$ cat src/rtl/uart_txg_pkg.sv
package uart_txg_pkg;
   // frame options captured when a byte enters the shifter
   typedef struct packed {
      logic par_en;
      logic par_odd;
      logic stop_two;
   } txg_cfg_t;
endpackage

$ cat src/rtl/txg_gate.sv
module txg_gate (
   input  logic clk,
   input  logic rst_n,
   input  logic stat_rd,
   input  logic buf_wr,
   input  logic tx_en,
   input  logic buf_empty,
   output logic accept,
   output logic arm_q
);
   // write is judged against the armed state from before this cycle
   assign accept = buf_wr & arm_q & tx_en & buf_empty;

   always_ff @(posedge clk or negedge rst_n) begin
      if (!rst_n)       arm_q <= 1'b0;
      else if (stat_rd) arm_q <= 1'b1;
      else if (buf_wr)  arm_q <= 1'b0;
   end
endmodule

$ cat src/rtl/txg_hold.sv
module txg_hold #(
   parameter int DATA_W = 8
) (
   input  logic              clk,
   input  logic              rst_n,
   input  logic              accept,
   input  logic [DATA_W-1:0] wdata,
   input  logic              load,
   output logic [DATA_W-1:0] hold_data,
   output logic              full,
   output logic              irq
);
   always_ff @(posedge clk or negedge rst_n) begin
      if (!rst_n) begin
         hold_data <= '0;
         full      <= 1'b0;
         irq       <= 1'b0;
      end else begin
         irq <= load;
         if (accept) begin
            hold_data <= wdata;
            full      <= 1'b1;
         end else if (load) begin
            full <= 1'b0;
         end
      end
   end
endmodule

$ cat src/rtl/txg_framer.sv
module txg_framer
   import uart_txg_pkg::*;
#(
   parameter int DATA_W     = 8,
   parameter bit HAS_PARITY = 1'b1,
   parameter int STOP_MAX   = 2
) (
   input  logic              clk,
   input  logic              rst_n,
   input  logic              baud_tick,
   input  logic              load_req,
   input  logic [DATA_W-1:0] data,
   input  txg_cfg_t          cfg,
   output logic              load,
   output logic              txd,
   output logic              busy
);
   localparam int FRAME_W = DATA_W + 4;
   localparam int CNT_W   = $clog2(FRAME_W + 1);

   logic [FRAME_W-1:0] sr_q, frame_d;
   logic [CNT_W-1:0]   left_q, len_d;
   logic               busy_q, last, use_par, use_two, par_bit;

   generate
      if (HAS_PARITY) begin : g_par
         assign use_par = cfg.par_en;
         assign par_bit = (^data) ^ cfg.par_odd;
      end else begin : g_nopar
         assign use_par = 1'b0;
         assign par_bit = 1'b0;
      end
      if (STOP_MAX >= 2) begin : g_two
         assign use_two = cfg.stop_two;
      end else begin : g_one
         assign use_two = 1'b0;
      end
   endgenerate

   always_comb begin
      frame_d           = '1;
      frame_d[0]        = 1'b0;
      frame_d[DATA_W:1] = data;
      if (use_par) frame_d[DATA_W+1] = par_bit;
      len_d = CNT_W'(DATA_W + 2) + CNT_W'(use_par) + CNT_W'(use_two);
   end

   assign last = (left_q == CNT_W'(1));
   assign load = baud_tick & load_req & (~busy_q | last);

   always_ff @(posedge clk or negedge rst_n) begin
      if (!rst_n) begin
         sr_q   <= '1;
         left_q <= '0;
         busy_q <= 1'b0;
      end else if (baud_tick) begin
         if (load) begin
            sr_q   <= frame_d;
            left_q <= len_d;
            busy_q <= 1'b1;
         end else if (busy_q) begin
            sr_q   <= {1'b1, sr_q[FRAME_W-1:1]};
            left_q <= left_q - CNT_W'(1);
            busy_q <= ~last;
         end
      end
   end

   assign txd  = busy_q ? sr_q[0] : 1'b1;
   assign busy = busy_q;
endmodule

$ cat src/rtl/uart_tx_gated.sv
module uart_tx_gated
   import uart_txg_pkg::*;
#(
   parameter int DATA_W     = 8,
   parameter bit HAS_PARITY = 1'b1,
   parameter int STOP_MAX   = 2
) (
   input  logic              clk,
   input  logic              rst_n,
   input  logic              tx_en,
   input  logic              par_en,
   input  logic              par_odd,
   input  logic              stop_two,
   input  logic              baud_tick,
   input  logic              stat_rd,
   input  logic              buf_wr,
   input  logic [DATA_W-1:0] buf_wdata,
   output logic              txd,
   output logic              buf_empty,
   output logic              tx_irq
);
   generate
      if (DATA_W < 5 || DATA_W > 16) begin : g_bad_w
         $error("uart_tx_gated: DATA_W must lie in 5..16");
      end
      if (STOP_MAX < 1 || STOP_MAX > 2) begin : g_bad_s
         $error("uart_tx_gated: STOP_MAX must be 1 or 2");
      end
   endgenerate

   logic              accept, arm_q, hold_full, load, frm_busy;
   logic [DATA_W-1:0] hold_data;
   txg_cfg_t          cfg;

   assign cfg       = '{par_en: par_en, par_odd: par_odd, stop_two: stop_two};
   assign buf_empty = ~hold_full;

   txg_gate u_gate (
      .clk(clk), .rst_n(rst_n), .stat_rd(stat_rd), .buf_wr(buf_wr),
      .tx_en(tx_en), .buf_empty(buf_empty), .accept(accept), .arm_q(arm_q)
   );

   txg_hold #(.DATA_W(DATA_W)) u_hold (
      .clk(clk), .rst_n(rst_n), .accept(accept), .wdata(buf_wdata),
      .load(load), .hold_data(hold_data), .full(hold_full), .irq(tx_irq)
   );

   txg_framer #(.DATA_W(DATA_W), .HAS_PARITY(HAS_PARITY), .STOP_MAX(STOP_MAX)) u_frm (
      .clk(clk), .rst_n(rst_n), .baud_tick(baud_tick),
      .load_req(hold_full & tx_en), .data(hold_data), .cfg(cfg),
      .load(load), .txd(txd), .busy(frm_busy)
   );
endmodule

$ cat config.mk
export PLATFORM = sky130hd
export DESIGN_NAME = uart_tx_gated
export DESIGN_NICKNAME = d
export VERILOG_FILES = /design/src/rtl/uart_txg_pkg.sv /design/src/rtl/txg_gate.sv /design/src/rtl/txg_hold.sv /design/src/rtl/txg_framer.sv /design/src/rtl/uart_tx_gated.sv
export SDC_FILE = /design/constraint.sdc
export NUM_CORES = 1
export LEC_CHECK = 0
export BUFFER_PORTS_ARGS = -buffer_cell sky130_fd_sc_hd__clkbuf_2
export CORE_MARGIN = 8
export CORE_UTILIZATION = 49
export DETAILED_ROUTE_END_ITERATION = 12
export PLACE_DENSITY = 0.78
export SLEW_MARGIN = 20
export SYNTH_ARGS = -nofsm -noshare
export SYNTH_HDL_FRONTEND = slang
export SYNTH_SLANG_ARGS = --single-unit
export TNS_END_PERCENT = 100
$ cat constraint.sdc
create_clock -name clk -period 1.66 [get_ports clk]
set_input_delay 0.332 -clock clk [delete_from_list [all_inputs] [get_ports clk]]
set_output_delay 0.332 -clock clk [all_outputs]
set_load 0.01 [all_outputs]
==> qor.txt <==
final wirelength = 2390 µm
register bit count reported by yosys = 26
Peak supply drop = 0.000942 V
clock tree from TritonCTS = yes
Total Power = 2.73 mW
antenna cells = 0
Clock Skew = 0.00359 ns
starting density of the core = 51.7%
largest fanout on the critical path = 6
Placement Rows = 18
Post-synth EDFFs = 0
clk slew on worst S/H paths = 0.14 ns
fraction of layout cells with a size suffix above 1 = 45.8%
Slew HR = 58.2%
DR WL/cell = 13.9 µm
DR top layer = met4
net count after synthesis = 129
total die area = 4510 µm²
Hold Violations, Final = 0
Area Growth Syn to Fin = 22.4%
status = finished with violations
final core occ = 63.3%
I/O pins = 20
CTS root buffer = clkbuf_4
PwrDens = 1740 nW/µm²
first-pass GRT wire length = 4400 µm
Die W = 67.1 µm
final slew viol count = 0
Std-Cell Core Area = 2480 µm²
minimum clock period = 1.72 ns
count of final setup violators = 10
routed metal-1 wirelength = 1130 µm
overall routing resource usage = 12.5%
Antenna Violating Nets Remaining = 0
violated checks = negative setup slack
FMAX = 580 MHz
Synth Instances = 109
final worst slack = -0.0649 ns
Max-Cap Viols = 0
hold slack = 0.00208 ns
Place WS = -0.0560 ns
Vias per Instance = 5.19
Synth Flop Type = dfrtp_1
synth warn = 0
RSZ-0062 raised after global routing = true
non-filler cells, final = 172
Synth cell types = 33
routed wire length on met3 = 78 µm
clk_lat worst skew = 0.31 ns
via count of the first global-routing pass = 995
CTS H-tree depth = 1
largest net degree at the start of global routing = 27
hold_buf cts = 0
RePlAce Congestion = 0.810
placed insts = 164
setup_tns = -0.435 ns
Worst Path Required = 1.92 ns
Detailed Place HPWL = 1760 µm
Slew @ Worst Pin = 0.627 ns
CP Cell Sequence = inv_2 -> ha_4 -> or3b_4 -> a21oi_4 -> buf_6 -> mux2i_2 -> o21ai_2
drt first-iter violations = 57
crit path max-delay cell type = dfrtp_1
crit end category = flop
critical path type = reg2reg
CP max stage delay = 0.41 ns
post-synthesis sequential area ratio = 51.8%
CP arrival = 1.98 ns
asr flop ratio synth = 100%
fin area = 1570 µm²
Hold WC Path Type = in2async
Max clock buf depth = 2
final net count = 163
Synth Cell Area = 1280 µm²
PortBufs = 19
initial antenna violation count = 0
Leak = 0.716 nW
met2 WL = 1170 µm
drt first pass iters = 6
Placed Area = 1460 µm²
via count = 893
Num CTS Buffers = 3
synthesized area per cell = 11.8 µm²
Setup crit start kind = flop
die outline height = 67.1 µm
clock sinks = 26
commonest cells after routing, fill and taps aside = clkbuf_2 (19), dfrtp_1 (16), nand2_1 (13), buf_4 (10), dfstp_2 (10)
Congestion Overflow GR = 0
drt drc = 0
Tcrit/Tclk final = 104%
commonest non-fill, non-tap cell in the layout = clkbuf_2
==> power breakdown <==
group | total (mW) | switching (mW) | internal [mW] | leakage, nW
Clock | 0.315 | 0.181 | 0.134 | 0.0210
Sequential | 1.21 | 0.220 | 0.985 | 0.293
Combinational | 1.21 | 0.496 | 0.709 | 0.402
==> worst paths after layout <==
| check | startpoint | cells after the start | end | slack [ns] |
|---|---|---|---|---|
| worst min-delay path | rst_n | 1 | u_hold.hold_data[1] | 0.002 |
| max in group asynchronous | rst_n | 1 | u_gate.arm_q | 1.25 |
| worst min register to register | u_frm.sr_q[5] | 2 | u_frm.sr_q[5] | 0.48 |
| worst max-delay path | u_frm.left_q[1] | 7 | u_frm.sr_q[8] | -0.06 |
| worst max register to register | u_frm.left_q[1] | 7 | u_frm.sr_q[8] | -0.06 |
| min in group clk | stat_rd | 2 | u_gate.arm_q | 0.18 |
==> flip-flops by register name (all words and copies together), names as in the netlist <==
signal and flops:
u_frm.busy 1, u_frm.left_q 4, u_frm.sr_q 10, u_gate.arm_q 1, u_hold.full 1, u_hold.hold_data 8
u_hold.irq 1
==> synthesized netlist by cell type (2+ instances only) <==
master / instances / share of area (%)
a21o_1: 2 / 1.2
a21oi_1: 2 / 0.78
clkbuf_1: 2 / 0.59
dfrtp_1: 16 / 31
dfstp_2: 10 / 21
ha_1: 3 / 2.9
inv_1: 7 / 2.1
mux2_2: 9 / 7.9
mux2i_1: 8 / 6.3
nand2_1: 13 / 3.8
nand2b_1: 2 / 0.98
o21ai_0: 9 / 3.5
o21ai_1: 2 / 0.78
xnor2_1: 4 / 2.7
xor2_1: 2 / 1.4
==> layout make-up <==
cell class              count  area [µm²]
well taps                  30        37.5
multi-input cells          73         601
inverters                   7        26.3
repair buffers             32         204
clock buffers               4        36.3
flip-flops and latches     26         663
fillers                   211         910
==> cells by family after synthesis <==
group | after synthesis | share of synthesized area, %
XOR/XNOR | 7 | 5.86
AO/OA/AOI/OAI | 24 | 12.8
multiplexers | 17 | 14.2
flip-flops | 26 | 51.8
adder cells (fa/ha/maj) | 3 | 2.93
AND/OR/NAND/NOR | 22 | 8.69
buffers and inverters | 10 | 3.81
==> layer usage <==
| metal | up-vias | global-route usage (%) |
|---|---|---|
| met1 | 432 | 16.1 |
| met2 | 12 | 20.5 |
| met5 | - | 0 |
| met3 | 2 | 2.81 |
| li1 | 447 | - |
| met4 | 0 | 3.92 |
==> critical path, delay by kind of cell (launching register included) <==
kind	cells	cell delay, ns
adders and majority gates	1	0.12
DFF	1	0.41
and+or+nand+nor	1	0.39
muxes	1	0.23
buffers and inverters	2	0.24
AOI/OAI and AO/OA	2	0.28
==> timing repair <==
item / in CTS / in global routing
pin swaps: 2 / 4
setup buffers: 2 / 2
resized for setup: 7 / 8
endpoints found under the setup margin: 12 / 14
(Power assumes the default switching activity.)
